### config.mk
export PLATFORM = sky130hd
export DESIGN_NAME = vf_rid_alloc
export DESIGN_NICKNAME = d
export VERILOG_FILES = /design/src/rtl/vf_rid_pkg.sv /design/src/rtl/vf_rid_cfg.sv /design/src/rtl/vf_rid_fwd.sv /design/src/rtl/vf_rid_rev.sv /design/src/rtl/vf_rid_alloc.sv
export SDC_FILE = /design/constraint.sdc
export NUM_CORES = 1
export LEC_CHECK = 0
export BUFFER_PORTS_ARGS = -buffer_cell sky130_fd_sc_hd__buf_4
export CAP_MARGIN = 10
export CORE_AREA = 2 2 191 193
export DETAILED_ROUTE_END_ITERATION = 12
export DIE_AREA = 0 0 193 195
export SLEW_MARGIN = 0
export SYNTH_ARGS = -nofsm -noshare
export SYNTH_HDL_FRONTEND = slang
export SYNTH_SLANG_ARGS = --single-unit
### constraint.sdc
create_clock -name clk -period 3.48 [get_ports clk]
set_input_delay 0.174 -clock clk [delete_from_list [all_inputs] [get_ports clk]]
set_output_delay 0.174 -clock clk [all_outputs]
set_load 0.01 [all_outputs]
### src/rtl/vf_rid_pkg.sv
package vf_rid_pkg;

    typedef enum logic [1:0] {
        RV_IDLE,
        RV_WALK,
        RV_REPORT
    } rev_state_e;

endpackage

### src/rtl/vf_rid_cfg.sv
module vf_rid_cfg #(
    parameter int FN_W     = 8,
    parameter int OFS_W    = 16,
    parameter int CNT_W    = 8,
    parameter int SLOT_LSB = 3
) (
    input  logic             clk,
    input  logic             rst_n,
    input  logic [FN_W-1:0]  pf_fn,
    input  logic [OFS_W-1:0] vf_offset,
    input  logic [OFS_W-1:0] vf_stride,
    input  logic [CNT_W-1:0] total_vfs,
    input  logic [CNT_W-1:0] num_vfs_en,
    input  logic             ari_en,
    output logic             valid_q,
    output logic [FN_W-1:0]  first_q,
    output logic [FN_W-1:0]  last_q,
    output logic [OFS_W-1:0] stride_q,
    output logic [CNT_W-1:0] enabled_q
);
    localparam int WIDE_W  = OFS_W + CNT_W + FN_W + 1;
    localparam int FN_SPAN = 1 << FN_W;

    logic [WIDE_W-1:0] first_w;
    logic [WIDE_W-1:0] last_w;
    logic [CNT_W-1:0]  top_idx;
    logic              slot_ok;
    logic              range_ok;
    logic              valid_n;
    logic              has_vfs;

    always_comb begin
        top_idx  = (total_vfs == '0) ? '0 : total_vfs - CNT_W'(1);
        first_w  = WIDE_W'(pf_fn) + WIDE_W'(vf_offset);
        last_w   = first_w + WIDE_W'(vf_stride) * WIDE_W'(top_idx);
        range_ok = last_w < WIDE_W'(FN_SPAN);
        slot_ok  = ari_en || (last_w[FN_W-1:SLOT_LSB] == pf_fn[FN_W-1:SLOT_LSB]);
        valid_n  = (total_vfs == '0) || (range_ok && slot_ok);
        has_vfs  = valid_n && (total_vfs != '0);
    end

    always_ff @(posedge clk or negedge rst_n) begin
        if (!rst_n) begin
            valid_q   <= 1'b0;
            first_q   <= '0;
            last_q    <= '0;
            stride_q  <= '0;
            enabled_q <= '0;
        end else begin
            valid_q   <= valid_n;
            first_q   <= has_vfs ? first_w[FN_W-1:0] : '0;
            last_q    <= has_vfs ? last_w[FN_W-1:0]  : '0;
            stride_q  <= vf_stride;
            enabled_q <= (num_vfs_en <= total_vfs) ? num_vfs_en : '0;
        end
    end
endmodule

### src/rtl/vf_rid_fwd.sv
module vf_rid_fwd #(
    parameter int FN_W  = 8,
    parameter int OFS_W = 16,
    parameter int CNT_W = 8
) (
    input  logic             clk,
    input  logic             rst_n,
    input  logic             cfg_ok,
    input  logic [FN_W-1:0]  first,
    input  logic [OFS_W-1:0] stride,
    input  logic [CNT_W-1:0] enabled,
    input  logic [CNT_W-1:0] idx,
    output logic [FN_W-1:0]  fn_q,
    output logic             hit_q
);
    localparam int PROD_W = OFS_W + CNT_W + 1;

    logic [PROD_W-1:0] place;
    logic              hit_n;

    always_comb begin
        place = PROD_W'(first) + PROD_W'(stride) * PROD_W'(idx);
        hit_n = cfg_ok && (idx < enabled);
    end

    always_ff @(posedge clk or negedge rst_n) begin
        if (!rst_n) begin
            fn_q  <= '0;
            hit_q <= 1'b0;
        end else begin
            hit_q <= hit_n;
            fn_q  <= hit_n ? place[FN_W-1:0] : '0;
        end
    end
endmodule

### src/rtl/vf_rid_rev.sv
module vf_rid_rev
    import vf_rid_pkg::*;
#(
    parameter int FN_W  = 8,
    parameter int OFS_W = 16,
    parameter int CNT_W = 8
) (
    input  logic             clk,
    input  logic             rst_n,
    input  logic             cfg_ok,
    input  logic [FN_W-1:0]  first,
    input  logic [OFS_W-1:0] stride,
    input  logic [CNT_W-1:0] enabled,
    input  logic             start,
    input  logic [FN_W-1:0]  fn,
    output logic             busy,
    output logic             done,
    output logic             hit,
    output logic [CNT_W-1:0] idx
);
    rev_state_e       state_q, state_n;
    logic [FN_W-1:0]  rem_q;
    logic [CNT_W-1:0] idx_q;
    logic             hit_q;
    logic             reject;
    logic             match;
    logic             give_up;

    always_comb begin
        reject  = !cfg_ok || (fn < first) || (enabled == '0);
        match   = (rem_q == '0);
        give_up = !match && ((stride == '0) || (OFS_W'(rem_q) < stride) ||
                  ({1'b0, idx_q} + (CNT_W+1)'(1) >= {1'b0, enabled}));
        state_n = state_q;
        unique case (state_q)
            RV_IDLE:   if (start) state_n = reject ? RV_REPORT : RV_WALK;
            RV_WALK:   if (match || give_up) state_n = RV_REPORT;
            RV_REPORT: state_n = RV_IDLE;
            default:   state_n = RV_IDLE;
        endcase
    end

    always_ff @(posedge clk or negedge rst_n) begin
        if (!rst_n) state_q <= RV_IDLE;
        else        state_q <= state_n;
    end

    always_ff @(posedge clk or negedge rst_n) begin
        if (!rst_n) begin
            rem_q <= '0;
            idx_q <= '0;
            hit_q <= 1'b0;
        end else begin
            unique case (state_q)
                RV_IDLE: if (start) begin
                    rem_q <= fn - first;
                    idx_q <= '0;
                    hit_q <= 1'b0;
                end
                RV_WALK: begin
                    if (match) begin
                        hit_q <= 1'b1;
                    end else if (give_up) begin
                        hit_q <= 1'b0;
                        idx_q <= '0;
                    end else begin
                        rem_q <= rem_q - stride[FN_W-1:0];
                        idx_q <= idx_q + CNT_W'(1);
                    end
                end
                RV_REPORT: ;
                default: ;
            endcase
        end
    end

    always_comb begin
        busy = (state_q != RV_IDLE);
        done = (state_q == RV_REPORT);
        hit  = done && hit_q;
        idx  = done ? idx_q : '0;
    end
endmodule

### src/rtl/vf_rid_alloc.sv
module vf_rid_alloc #(
    parameter int FN_W     = 8,
    parameter int OFS_W    = 16,
    parameter int CNT_W    = 8,
    parameter int SLOT_LSB = 3
) (
    input  logic             clk,
    input  logic             rst_n,
    input  logic [FN_W-1:0]  pf_fn,
    input  logic [OFS_W-1:0] vf_offset,
    input  logic [OFS_W-1:0] vf_stride,
    input  logic [CNT_W-1:0] total_vfs,
    input  logic [CNT_W-1:0] num_vfs_en,
    input  logic             ari_en,
    output logic             cfg_valid,
    output logic [FN_W-1:0]  first_vf_fn,
    output logic [FN_W-1:0]  last_vf_fn,
    input  logic [CNT_W-1:0] fwd_idx,
    output logic [FN_W-1:0]  fwd_fn,
    output logic             fwd_hit,
    input  logic             rev_start,
    input  logic [FN_W-1:0]  rev_fn,
    output logic             rev_busy,
    output logic             rev_done,
    output logic             rev_hit,
    output logic [CNT_W-1:0] rev_idx
);
    logic [OFS_W-1:0] stride_q;
    logic [CNT_W-1:0] enabled_q;

    vf_rid_cfg #(.FN_W(FN_W), .OFS_W(OFS_W), .CNT_W(CNT_W), .SLOT_LSB(SLOT_LSB)) cfg_i (
        .clk(clk), .rst_n(rst_n), .pf_fn(pf_fn), .vf_offset(vf_offset),
        .vf_stride(vf_stride), .total_vfs(total_vfs), .num_vfs_en(num_vfs_en),
        .ari_en(ari_en), .valid_q(cfg_valid), .first_q(first_vf_fn),
        .last_q(last_vf_fn), .stride_q(stride_q), .enabled_q(enabled_q)
    );

    vf_rid_fwd #(.FN_W(FN_W), .OFS_W(OFS_W), .CNT_W(CNT_W)) fwd_i (
        .clk(clk), .rst_n(rst_n), .cfg_ok(cfg_valid), .first(first_vf_fn),
        .stride(stride_q), .enabled(enabled_q), .idx(fwd_idx),
        .fn_q(fwd_fn), .hit_q(fwd_hit)
    );

    vf_rid_rev #(.FN_W(FN_W), .OFS_W(OFS_W), .CNT_W(CNT_W)) rev_i (
        .clk(clk), .rst_n(rst_n), .cfg_ok(cfg_valid), .first(first_vf_fn),
        .stride(stride_q), .enabled(enabled_q), .start(rev_start), .fn(rev_fn),
        .busy(rev_busy), .done(rev_done), .hit(rev_hit), .idx(rev_idx)
    );
endmodule

### Word level (Yosys, flattened, before mapping)

Index checks and enable logic that the tools add are counted.

| cells by class | value |
|---|---|
| add/subtract/negate cells | 8 |
| multiply operators | 2 |
| order comparisons | 6 |
| equal/unequal tests | 8 |
| multiplexer cells | 22 |
| reduce and logical (&&, ||, !) cells | 26 |

Operators by type and width:

| cell | number |
|---|---|
| 8-bit 2-to-1 mux | 12 |
| 33-bit by 24-bit adder with 33-bit output | 1 |
| 33-bit by 9-bit less-than comparator with 1-bit output (second input constant) | 1 |
| 8-bit case mux with 2 select lines | 2 |
| 8-bit zero test | 3 |
| 16-bit by 8-bit multiplier with 24-bit output | 1 |
| 8-bit by 16-bit adder with 17-bit output | 1 |
| 16-bit zero test | 1 |
| 8-bit by 16-bit less-than comparator with 1-bit output | 1 |
| 8-bit less-than comparator | 2 |
| 16-bit by 8-bit multiplier with 8-bit output | 1 |
| 8-bit subtractor | 2 |
| 8-bit by 1-bit adder with 9-bit output (second input constant) | 1 |
| 9-bit by 8-bit greater-or-equal comparator with 1-bit output | 1 |
| 8-bit by 1-bit adder with 8-bit output (second input constant) | 1 |
| 8-bit adder | 1 |
| 8-bit less-or-equal comparator | 1 |
| 8-bit nonzero test | 1 |
| 8-bit by 1-bit subtractor with 8-bit output (second input constant) | 1 |
| 1-bit logical OR | 7 |
| 2-bit 2-to-1 mux | 3 |
| 2-bit inequality test (second input constant) | 3 |
| 3-bit AND reduction | 2 |
| 5-bit equality test | 1 |
| 13 further kinds | 21 |

| storage, ports and cells | value |
|---|---|
| register bits after elaboration | 69 |
| logic and storage cells | 83 |

### Depth between registers and ports, before layout

Gate-level depths: netlist of the first run.

| depth | value |
|---|---|
| word-level depth | 10 |
| gate-level depth with buffers | 29 |
| depth with buffers taken out | 27 |

### By module

A second synthesis of the first run with hierarchy kept.

| unflattened totals | value |
|---|---|
| cell total of the unflattened synthesis | 1190 |
| area total of the unflattened synthesis | 10501.3 um2 |

By module, submodules not included:

| module | times used | cells an instance | area an instance (um2) |
|---|---|---|---|
| vf_rid_cfg | 1 | 775 | 6950.4 |
| vf_rid_rev | 1 | 246 | 2020.7 |
| vf_rid_fwd | 1 | 169 | 1530.2 |

### Worst setup path after synthesis of the first run

Ideal clock, no wire load.

| timing path | value |
|---|---|
| path kind | input port to flip-flop |
| start point | in pf_fn[1] |
| end point | reg cfg_i.first_q[1] |
| setup time | 0.083 ns |
| data arrival time | 6.530 ns |
| path slack | -3.133 ns |
| stages | 26 |
| path through | ha_1 > a21o_1 > a21oi_1 > o21ai_0 > a2111oi_0 > o41ai_1 > and3_1 > nand3_1 > xor2_1 > fa_1 > fa_1 > inv_1 > fa_1 > inv_1 > fa_1 > inv_1 > ha_1 > a21oi_1 > nand2_1 > or3_1 > o21ai_1 > mux2_2 > a311o_1 > or4_4 > buf_6 > nor3_2 |

| between the ends | value |
|---|---|
| longest elaborated chain between the ends | 8 |

Ends and longest elaborated chain:

| what | RTL line | RTL |
|---|---|---|
| from (decl) | vf_rid_alloc.sv:9 | `input logic [FN_W-1:0] pf_fn,` |
| 8-bit by 16-bit adder with 17-bit output (*) | vf_rid_cfg.sv:34 | `first_w = WIDE_W'(pf_fn) + WIDE_W'(vf_offset);` |
| parallel branches: the longest is 6 deep, another holds 33-bit by 24-bit adder with 33-bit output | - |  |
| 8-bit 2-to-1 mux (*) | vf_rid_cfg.sv:51 | `first_q <= has_vfs ? first_w[FN_W-1:0] : '0;` |
| to (signal assigned) | vf_rid_cfg.sv:51 |  |
| to (decl) | vf_rid_cfg.sv:16 | `output logic [FN_W-1:0] first_q,` |

Mark *: on every way between the ends.
A chain may end at the register's enable or synchronous reset.

### Final worst setup path of the first run

| timing path | value |
|---|---|
| start point | in pf_fn[1] |
| end point | reg cfg_i.first_q[5] |

Same word-level chain as after synthesis.

==> results of run 1 <==
-- where the power goes --
group	internal [W]	switching (W)	total [W]
registers	0.000839	0.0000294	0.000869
clock network	0.000551	0.000362	0.000913
logic	0.00454	0.00495	0.00949
total	0.00593	0.00534	0.0113
-- metal layers --
layer	GRT usage, %	vias to the layer above	wire (um)
li1	-	4467	-
met1	22.0	4504	13300
met2	30.0	152	15400
met3	2.17	34	1100
met4	3.98	0	575
met5	0	-	0
-- final timing paths --
kind	cells after the start	end	start
setup / recovery	25	cfg_i.first_q[5]	pf_fn[1]
hold / removal	2	cfg_i.enabled_q[3]	num_vfs_en[3]
setup reg to reg	15	fwd_i.fn_q[7]	cfg_i.stride_q[2]
hold reg to reg	1	rev_i.hit_q	rev_i.hit_q
max in group asynchronous	2	cfg_i.stride_q[1]	rst_n
min in group asynchronous	2	fwd_i.fn_q[4]	rst_n
-- registers in the layout (all words and copies together), names as in the netlist --
| register | cells |
|---|---|
| cfg_i.first_q | 8 |
| rev_i.idx_q | 8 |
| fwd_i.fn_q | 8 |
| cfg_i.last_q | 8 |
| rev_i.hit_q | 1 |
| cfg_i.stride_q | 16 |
| cfg_i.enabled_q | 8 |
| cfg_i.valid_q | 1 |
| rev_i.state_q | 2 |
| fwd_i.hit_q | 1 |
| rev_i.rem_q | 8 |
-- what timing repair did --
item	in CTS	in global routing
gates cloned	1	0
resized for setup	70	28
endpoints found under the setup margin	19	27
hold buffers	1	0
buffers inserted	11	2
pin swaps	68	22
endpoints found under the hold margin	8	0
-- cells in the final DEF, fill, tap and decap left out, types with 27 or more instances in the layout --
cell type | synthesis | final
buf_4 | 2 | 306
nand2_1 | 126 | 120
inv_1 | 238 | 224
a21oi_1 | 41 | 32
ha_1 | 116 | 100
nor2_1 | 36 | 32
nand2b_1 | 27 | 27
o21ai_0 | 35 | 31
xnor2_1 | 38 | 34
fa_1 | 122 | 117
and2_1 | 111 | 111
dfrtp_1 | 69 | 68
-- per-stage QoR --
stage / cell area (um^2) / TNS (ps) / setup WS (ps) / total power, W
after detailed placement: 13400 / -59380 / -3540 / 0.00919
after global routing: 14300 / -51930 / -3090 / 0.0124
final: 14300 / -47350 / -2860 / 0.0113
after CTS: 14200 / -47310 / -2820 / 0.0112
after global placement: 13400 / -56860 / -3400 / 0.00920
after floorplan: 10700 / -45210 / -2720 / 0.00607
-- critical path: stages --
cell and delay (ps):
buf_8 100, ha_4 220, a21o_1 180, a21oi_2 160
o21ai_2 110, a2111oi_4 460, or3_1 190, xor2_1 200
buf_4 170, fa_1 410, inv_1 90, fa_1 430
fa_1 510, inv_1 60, fa_1 530, inv_1 40
ha_1 360, o21ai_0 140, o21bai_2 140, o21ai_1 230
mux2i_1 320, o311ai_1 160, a311o_2 460, or4_4 540
nor3_2 190
-- area by class of cell --
cell class                      count  area (um^2)
Fill cell                        3502        21000
Sequential cell                    69         1730
Timing Repair Buffer              320         2480
Tap cell                          461          577
Multi-Input combinational cell    876         8370
Clock buffer                        9          225
Clock inverter                      7         66.3
Inverter                          238          893
-- cells by family (layout without fill, tap and decap cells) --
logic type      count (synthesis)  after routing  share of synthesized area, %
flops                          69             69                          16.4
buf+inv                       264            574                          9.62
xor+xnor                       56             56                          4.80
mux                            18             18                          1.83
compound gates                158            158                          9.89
fa+ha+maj                     238            238                          37.0
simple gates                  405            406                          20.5
==> results.yml, run 1 <==
outcome:
  outcome: "finished with violations"
  violations: "setup timing"
floorplan:
  dieHeight_um: 195
  core-area_um2: 35400
  start_util_pct: 29.8
  io_pins: 113
  rows: 69
  dieArea_um2: 37600
  dieWidth_um: 193
synth:
  synth_edf_count: 0
  syn_avg_cell_area_um2: 8.72
  synth.top_cells.by_area: "fa_1, dfrtp_1, ha_1, inv_1, and2_1"
  ys_warn_count: 0
  ys_types: 68
  netlist_area_um2: 10500
  synthCells: 1208
  yosysTopAreaCellShare_pct: 23.2
  synthTopCellsByCount: "inv_1, nand2_1, fa_1, ha_1, and2_1"
  synth_async_sr_flop_share_pct: 100
  synth_nets: 1522
  synth_seq_cells: 69
  synth_top_area_cell: "fa_1"
  synth_ff_type: "dfrtp_1"
  ys_seq_area_share_pct: 16.4
  synth_most_common_cell: "inv_1"
clock_network:
  cts_tree: "yes"
  cts_buffer_depth: 2
  cts.sinks: 69
  cts_buffers: 9
  clkLatencyLatePin_ps: 340
  clkTransAtPathRegs_ps: 60
  clockRootBuffer: "clkbuf_16"
  htreeDepth: 3
timing:
  finalCritPeriodShare_pct: 182
  rsz0062_at_grt: "yes"
  setup_viol: 18
  timing.fmax_mhz: 158
  period_minus_slack_ps: 6340
  worst_slack_ps: -2860
  worst_slew_pin_slew_ps: 895
  whs_ps: 57.3
  maxSlewViolCount: 0
  slew_headroom_pct: 40.3
  fin_skew_ps: 11.8
  finalHoldViolCount: 0
setup_path:
  worst_setup_path_end_kind: "flip-flop"
  cp_data_required_time_ps: 3730
  start_kind: "input pin"
  crit_arrival_ps: 6590
  cp_max_fo: 5
  r2r_slack_ps: -80
  crit_type: "in -> reg"
grt:
  grt_antenna_before_repair: 0
  grt_pass1_vias: 9957
  grt_pass1_wl_um: 50900
  grt.overflow.total: 0
  grt_max_degree: 70
  grt_use_total_pct: 17.0
layout:
  post_route_cells_drive_above_1_share_pct: 30.2
  finish.utilization_pct: 40.5
  nets: 1828
  fin_cells: 1980
  area_growth_pct: 36.2
  antenna_cells: 0
drt:
  drtIter0Drc: 334
  via_per_inst: 4.62
  vias: 9157
  drcViolationCount: 0
  dr.pass1.iters: 4
  finalWirelength_um: 30400
  final_antenna_net_count: 0
  wire_per_inst_um: 15.4
placement:
  routabilityCongestion: 0.863
  portBuffers: 112
  dp.cells: 1949
  hpwl_um: 25900
hold_path:
  hold_class: "in -> reg"
power:
  p_per_area_nw_per_um2: 786
  p_leak_nw: 7.25
  ir_drop_mv: 0.594
flow_run:
  drv_cap: 0
(Power assumes the default switching activity.)
==> inputs of run 2 (changes only) <==
--- a/config.mk
+++ b/config.mk
@@ -5,6 +5,7 @@
 export SDC_FILE = /design/constraint.sdc
 export NUM_CORES = 1
 export LEC_CHECK = 0
+export ABC_AREA = 1
 export BUFFER_PORTS_ARGS = -buffer_cell sky130_fd_sc_hd__buf_4
 export CAP_MARGIN = 10
 export CORE_AREA = 2 2 191 193
==> run 2 against run 1 <==
  * The run ends with hold timing, setup timing left
  * Global-route usage grew 0.21 points
  * Wire length increased by 4.5%
  * Clock power increased by 8.3%
  * Synthesized area rose by 0.25%
  * First-iteration DRC count increased by 46%
  * Final area grew 3.7%
  * Non-clock buffer count is 14 higher
  * Total power grew 5.4%
  * Flip-flop and latch count unchanged
  * Critical endpoint is now cfg_i.first_q[1]
==> results.yml, run 2 <==
layout:
  nets: 2090
  antenna_cells: 0
  area_growth_pct: 40.8
  fillers: 3570
  largest_reg_flops: 16
  finish.utilization_pct: 42.0
  final_cell_mix: "inv_1, buf_4, nand2_1, nor2_1, fa_1"
  post_route_cells_drive_above_1_share_pct: 30.3
  final_common_cell: "inv_1"
  fin_cells: 2241
  top_register: "cfg_i.stride_q"
clock_network:
  cts.sinks: 69
  cts_tree: "yes"
  clkTransAtPathRegs_ps: 60
  htreeDepth: 3
  clockRootBuffer: "clkbuf_16"
  cts_buffers: 9
  clkLatencyLatePin_ps: 340
  cts_buffer_depth: 2
synth:
  synth_nets: 1761
  yosysTopAreaCellShare_pct: 23.1
  synth_async_sr_flop_share_pct: 100
  synth_seq_cells: 69
  synth_edf_count: 0
  synth.top_cells.by_area: "fa_1, dfrtp_1, ha_1, inv_1, nand2_1"
  synthTopCellsByCount: "inv_1, nand2_1, nor2_1, fa_1, ha_1"
  netlist_area_um2: 10600
  synth_most_common_cell: "inv_1"
  ys_seq_area_share_pct: 16.3
  synth_top_area_cell: "fa_1"
  syn_avg_cell_area_um2: 7.30
  ys_warn_count: 0
  synthCells: 1447
  synth_ff_type: "dfrtp_1"
  ys_types: 41
setup_path:
  r2r-start: "cfg_i.first_q[6]"
  slowest_stage: "fa_1"
  critical_path.max_stage_delay_ps: 520
  cp_max_fo: 8
  crit_type: "in -> reg"
  start_kind: "input pin"
  cp-startpoint: "pf_fn[0]"
  cp_common_cell: "fa_1"
  crit_arrival_ps: 5720
  cp_data_required_time_ps: 3760
  worst_setup_path_end_kind: "flip-flop"
timing:
  finalHoldViolCount: 38
  finalCritPeriodShare_pct: 157
  slew_headroom_pct: 39.3
  maxSlewViolCount: 0
  period_minus_slack_ps: 5450
  worst_slack_ps: -1970
  worst_slew_pin_slew_ps: 910
  fin_skew_ps: 11.5
  rsz0062_at_grt: "yes"
  timing.fmax_mhz: 184
  whs_ps: -68.4
  setup_viol: 18
drt:
  dr.pass1.iters: 5
  drtIter0Drc: 487
  finalWirelength_um: 31800
  wire_per_inst_um: 14.2
  vias: 10200
  drcViolationCount: 0
  via_per_inst: 4.53
  final_antenna_net_count: 0
grt:
  grt_antenna_before_repair: 0
  grt.overflow.total: 0
  grt_pass1_wl_um: 51400
  grt_pass1_vias: 10300
  grt_max_degree: 70
  grt_use_total_pct: 17.2
placement:
  pre_cts_ws_ps: -2540
  dp.cells: 2209
  routabilityCongestion: 0.890
  portBuffers: 112
  hpwl_um: 27200
floorplan:
  io_pins: 113
  dieArea_um2: 37600
  start_util_pct: 29.8
  dieWidth_um: 193
  dieHeight_um: 195
  core-area_um2: 35400
  rows: 69
outcome:
  outcome: "finished with violations"
  violations: "hold timing, setup timing"
power:
  seq_power_share_pct: 7.2
  switchingPower_w: 0.00596
  p_total_w: 0.0119
  share_comb_of_total_power_pct: 84.4
  p_int_w: 0.00591
  clockPowerShare_pct: 8.3
  ir_drop_mv: 0.719
  swShare_pct: 50.2
  p_leak_nw: 8.02
  p_per_area_nw_per_um2: 799
flow_run:
  drv_cap: 0
hold_path:
  hold_class: "in -> async"
run 2: cell count changes in the layout (fill, tap and decap cells not counted), sizes merged, moves of 11 or more:
cell	before	now
a211oi	11	0
a21o	17	1
a21oi	45	59
and2	111	3
and3	17	1
buf	319	333
inv	238	379
nand2	126	295
nand2b	27	0
nand3	18	56
nand4	10	24
nor2	36	182
xnor2	38	15
run 2: per-stage QoR:
step                instance area [um^2]  TNS, ps
detailed placement                 13700   -43060
global route                       14900   -37990
CTS                                14500   -31770
floorplan                          10800   -28370
finish                             14900   -33430
global placement                   13700   -41640
run 2: cell type report:
| type | count | area (um^2) | area share, % |
|---|---|---|---|
| sequential | 69 | 1730 | 11.6 |
| multi-input combinational | 982 | 8220 | 55.2 |
| clock buffer | 9 | 225 | 1.51 |
| tap | 461 | 577 | 3.88 |
| timing repair buffer | 334 | 2610 | 17.6 |
| clock inverter | 6 | 88.8 | 0.597 |
| inverter | 380 | 1430 | 9.61 |
run 2: timing repair:
action	CTS	global route
setup endpoints to repair	18	26
resized for setup	85	98
hold buffers	1	0
gates cloned	1	0
buffers inserted	10	6
pin swaps	61	62
endpoints found under the hold margin	1	0
run 2: final timing paths:
path / slack [ps] / end / depth (start not counted)
min reg2reg: 510 / rev_i.hit_q / 2
min in group clk: 30 / cfg_i.stride_q[13] / 1
max: -1970 / cfg_i.first_q[1] / 34
min: -70 / fwd_i.fn_q[5] / 1
max in group asynchronous: 2860 / cfg_i.stride_q[1] / 1
max reg2reg: -310 / fwd_i.fn_q[7] / 13
run 2: cell families (layout without fill, tap and decap cells):
group	Yosys count	in the layout	share of synthesized area [%]
multiplexers	2	2	0.190
adder cells (fa/ha/maj)	238	238	36.9
AND/OR/NAND/NOR	590	590	23.4
AO/OA/AOI/OAI	112	112	5.70
flip-flops	69	69	16.3
buffers and inverters	396	729	14.2
XOR/XNOR	40	40	3.32
run 2: per-layer routing:
layer	part of all wire [%]	wire, um	vias up	global-route usage (%)
li1	-	-	5021	-
met1	44	14000	4847	22.9
met2	50	15700	248	30.1
met3	4.5	1420	40	1.96
met4	1.8	574	0	3.54
met5	0	0	-	0
run 2: power groups by stage:
stage	logic (W)	clock network (W)	registers, W
floorplan	0.00532	0	0.000866
global placement	0.00810	0	0.000872
detailed placement	0.00813	0	0.000873
CTS	0.00918	0.00102	0.000859
global route	0.0111	0.00106	0.000863
finish	0.0100	0.000989	0.000859
run 2: critical path: cells and delay by family:
kind | cells | cell delay, ps
compound gates | 2 | 250
simple gates | 13 | 1280
xor+xnor | 1 | 150
fa+ha+maj | 7 | 2780
buf+inv | 11 | 1040
==> inputs of run 3 (changes only) <==
--- a/config.mk
+++ b/config.mk
@@ -8,9 +8,9 @@
 export ABC_AREA = 1
 export BUFFER_PORTS_ARGS = -buffer_cell sky130_fd_sc_hd__buf_4
 export CAP_MARGIN = 10
-export CORE_AREA = 2 2 191 193
+export CORE_AREA = 2 2 175 211
 export DETAILED_ROUTE_END_ITERATION = 12
-export DIE_AREA = 0 0 193 195
+export DIE_AREA = 0 0 177 213
 export SLEW_MARGIN = 0
 export SYNTH_ARGS = -nofsm -noshare
 export SYNTH_HDL_FRONTEND = slang
==> run 3 against run 2 <==
  * The run ends with setup timing left
  * Sequential share of layout area decreased by 0.14 points
  * Clock power increased by 7%
  * Die area increased by 0.18%
  * Cell count increased by 0.54%
  * Final area increased by 1.2%
  * Flip-flop and latch count unchanged
  * Register-to-register slack about the same
  * Sequential power about the same
  * Global-route usage increased by 0.56 points
  * Setup slack improved by 24 ps
  * Non-clock buffer count increased by 5
  * Critical path type unchanged
  * Largest cell class unchanged
==> results.yml, run 3 (synthesized netlist as in run 2, its figures left out) <==
power:
  seq_power_share_pct: 7.0
  switchingPower_w: 0.00620
  p_per_area_nw_per_um2: 819
  swShare_pct: 50.3
  clockPowerShare_pct: 8.6
  ir_drop_mv: 0.671
  p_int_w: 0.00612
  p_leak_nw: 8.12
  share_comb_of_total_power_pct: 84.4
layout:
  antenna_cells: 0
  post_route_cells_drive_above_1_share_pct: 32.1
  fillers: 3586
  multi_input_area_um2: 8300
  seqCellArea_um2: 1730
  area_growth_pct: 42.5
  largest_reg_flops: 16
  top_register: "cfg_i.stride_q"
  final_common_cell: "inv_1"
  finish.instance_area_um2: 15100
  final_cell_mix: "inv_1, buf_4, nand2_1, nor2_1, fa_1"
  nets: 2095
drt:
  via_per_inst: 4.51
  final_antenna_net_count: 0
  vias: 10200
  wire_per_inst_um: 14.2
  dr.pass1.iters: 5
  finalWirelength_um: 32100
  drcViolationCount: 0
  drtIter0Drc: 497
grt:
  grt_pass1_wl_um: 52800
  grt_pass1_vias: 10800
  grt.overflow.total: 0
  grt_antenna_before_repair: 0
  grt_use_total_pct: 17.8
  grt_max_degree: 70
placement:
  routabilityCongestion: 0.947
  portBuffers: 112
  hpwl_um: 27500
  placed_cell_area_um2: 13700
timing:
  setup_viol: 18
  worst_slack_ps: -1940
  finalCritPeriodShare_pct: 156
  finalHoldViolCount: 0
  maxSlewViolCount: 0
  fin_skew_ps: 11.1
  rsz0062_at_grt: "yes"
  worst_slew_pin_slew_ps: 893
  timing.fmax_mhz: 184
  slew_headroom_pct: 40.5
  tns_ps: -32790
  period_minus_slack_ps: 5420
clock_network:
  clockRootBuffer: "clkbuf_16"
  cts_buffer_depth: 2
  htreeDepth: 3
  cts_buffers: 9
  clkTransAtPathRegs_ps: 60
  cts_tree: "yes"
  cts.sinks: 69
  clkLatencyLatePin_ps: 340
floorplan:
  dieHeight_um: 213
  io_pins: 113
  rows: 76
  core-area_um2: 35700
  dieArea_um2: 37700
  start_util_pct: 29.6
  dieWidth_um: 177
setup_path:
  r2r-start: "cfg_i.first_q[6]"
  crit_arrival_ps: 5710
  cp_max_fo: 8
  slowest_stage: "fa_1"
  cp_data_required_time_ps: 3760
  cp_common_cell: "fa_1"
  start_kind: "input pin"
  critical_path.max_stage_delay_ps: 520
  r2r_cells: 13
  cp-startpoint: "pf_fn[2]"
  worst_setup_path_end_kind: "flip-flop"
  crit_type: "in -> reg"
hold_path:
  hold_class: "in -> reg"
  min_from: "num_vfs_en[5]"
  min_path_cells: 3
flow_run:
  drv_cap: 0
outcome:
  outcome: "finished with violations"
  violations: "setup timing"
==> run 3: cell types whose count changed in the layout (fill, tap and decap cells not counted), sizes merged <==
cell	change
buf	+5
bufinv	+1
clkinv	+1
clkinvlp	-1
inv	-1
==> run 3: area by class of cell <==
class	count	area share [%]
well taps	468	3.89
clock inverters	6	0.748
clock buffers	9	1.50
multi-input cells	982	55.1
inverters	380	9.55
repair buffers	339	17.7
flip-flops and latches	69	11.5
==> run 3: critical path, delay by kind of cell <==
| family | cells | cell delay [ps] |
|---|---|---|
| compound gates | 3 | 540 |
| xor+xnor | 1 | 170 |
| fa+ha+maj | 6 | 2500 |
| buf+inv | 9 | 810 |
| simple gates | 14 | 1520 |
==> run 3: power by group through the flow <==
| stage | sequential [W] | clock [W] | combinational [W] |
|---|---|---|---|
| 6_report | 0.000858 | 0.00106 | 0.0104 |
| 5_1_grt | 0.000862 | 0.00112 | 0.0115 |
| 4_1_cts | 0.000858 | 0.00108 | 0.00963 |
| 3_5_place_dp | 0.000872 | 0 | 0.00809 |
| 3_3_place_gp | 0.000871 | 0 | 0.00804 |
| 2_1_floorplan | 0.000866 | 0 | 0.00532 |
==> run 3: final timing paths <==
| kind | to | slack, ps |
|---|---|---|
| max reg2reg | fwd_i.fn_q[7] | -310 |
| max in group asynchronous | cfg_i.stride_q[1] | 2370 |
| min | cfg_i.enabled_q[5] | 60 |
| max | cfg_i.first_q[0] | -1940 |
| min in group asynchronous | fwd_i.fn_q[3] | 490 |
| min reg2reg | rev_i.hit_q | 490 |
==> run 3: what timing repair did <==
action	CTS	global route
endpoints found under the setup margin	18	27
hold endpoints to repair	32	0
hold buffers	1	0
cloned	1	0
buffers inserted	11	12
pin swaps	78	96
resized for setup	124	96
==> run 3: metrics by stage <==
step           hold WS, ps  std cells  setup WS [ps]  total power, W  utilization (%)
5_1_grt               72.0       2253          -2150          0.0135             42.2
2_1_floorplan         -122       1447          -1720         0.00619                -
3_5_place_dp           370       2215          -2630         0.00897             38.4
4_1_cts               55.8       2243          -1870          0.0116             41.1
6_report              63.5       2253          -1940          0.0123             42.2
3_3_place_gp           352       2215          -2580         0.00891             38.4
==> run 3: layer usage <==
layer	track usage, %	wire length [um]	vias to the layer above
li1	-	-	5022
met1	19.8	12500	4909
met2	34.2	17400	181
met3	1.44	793	60
met4	7.41	1330	0
met5	0	0	-
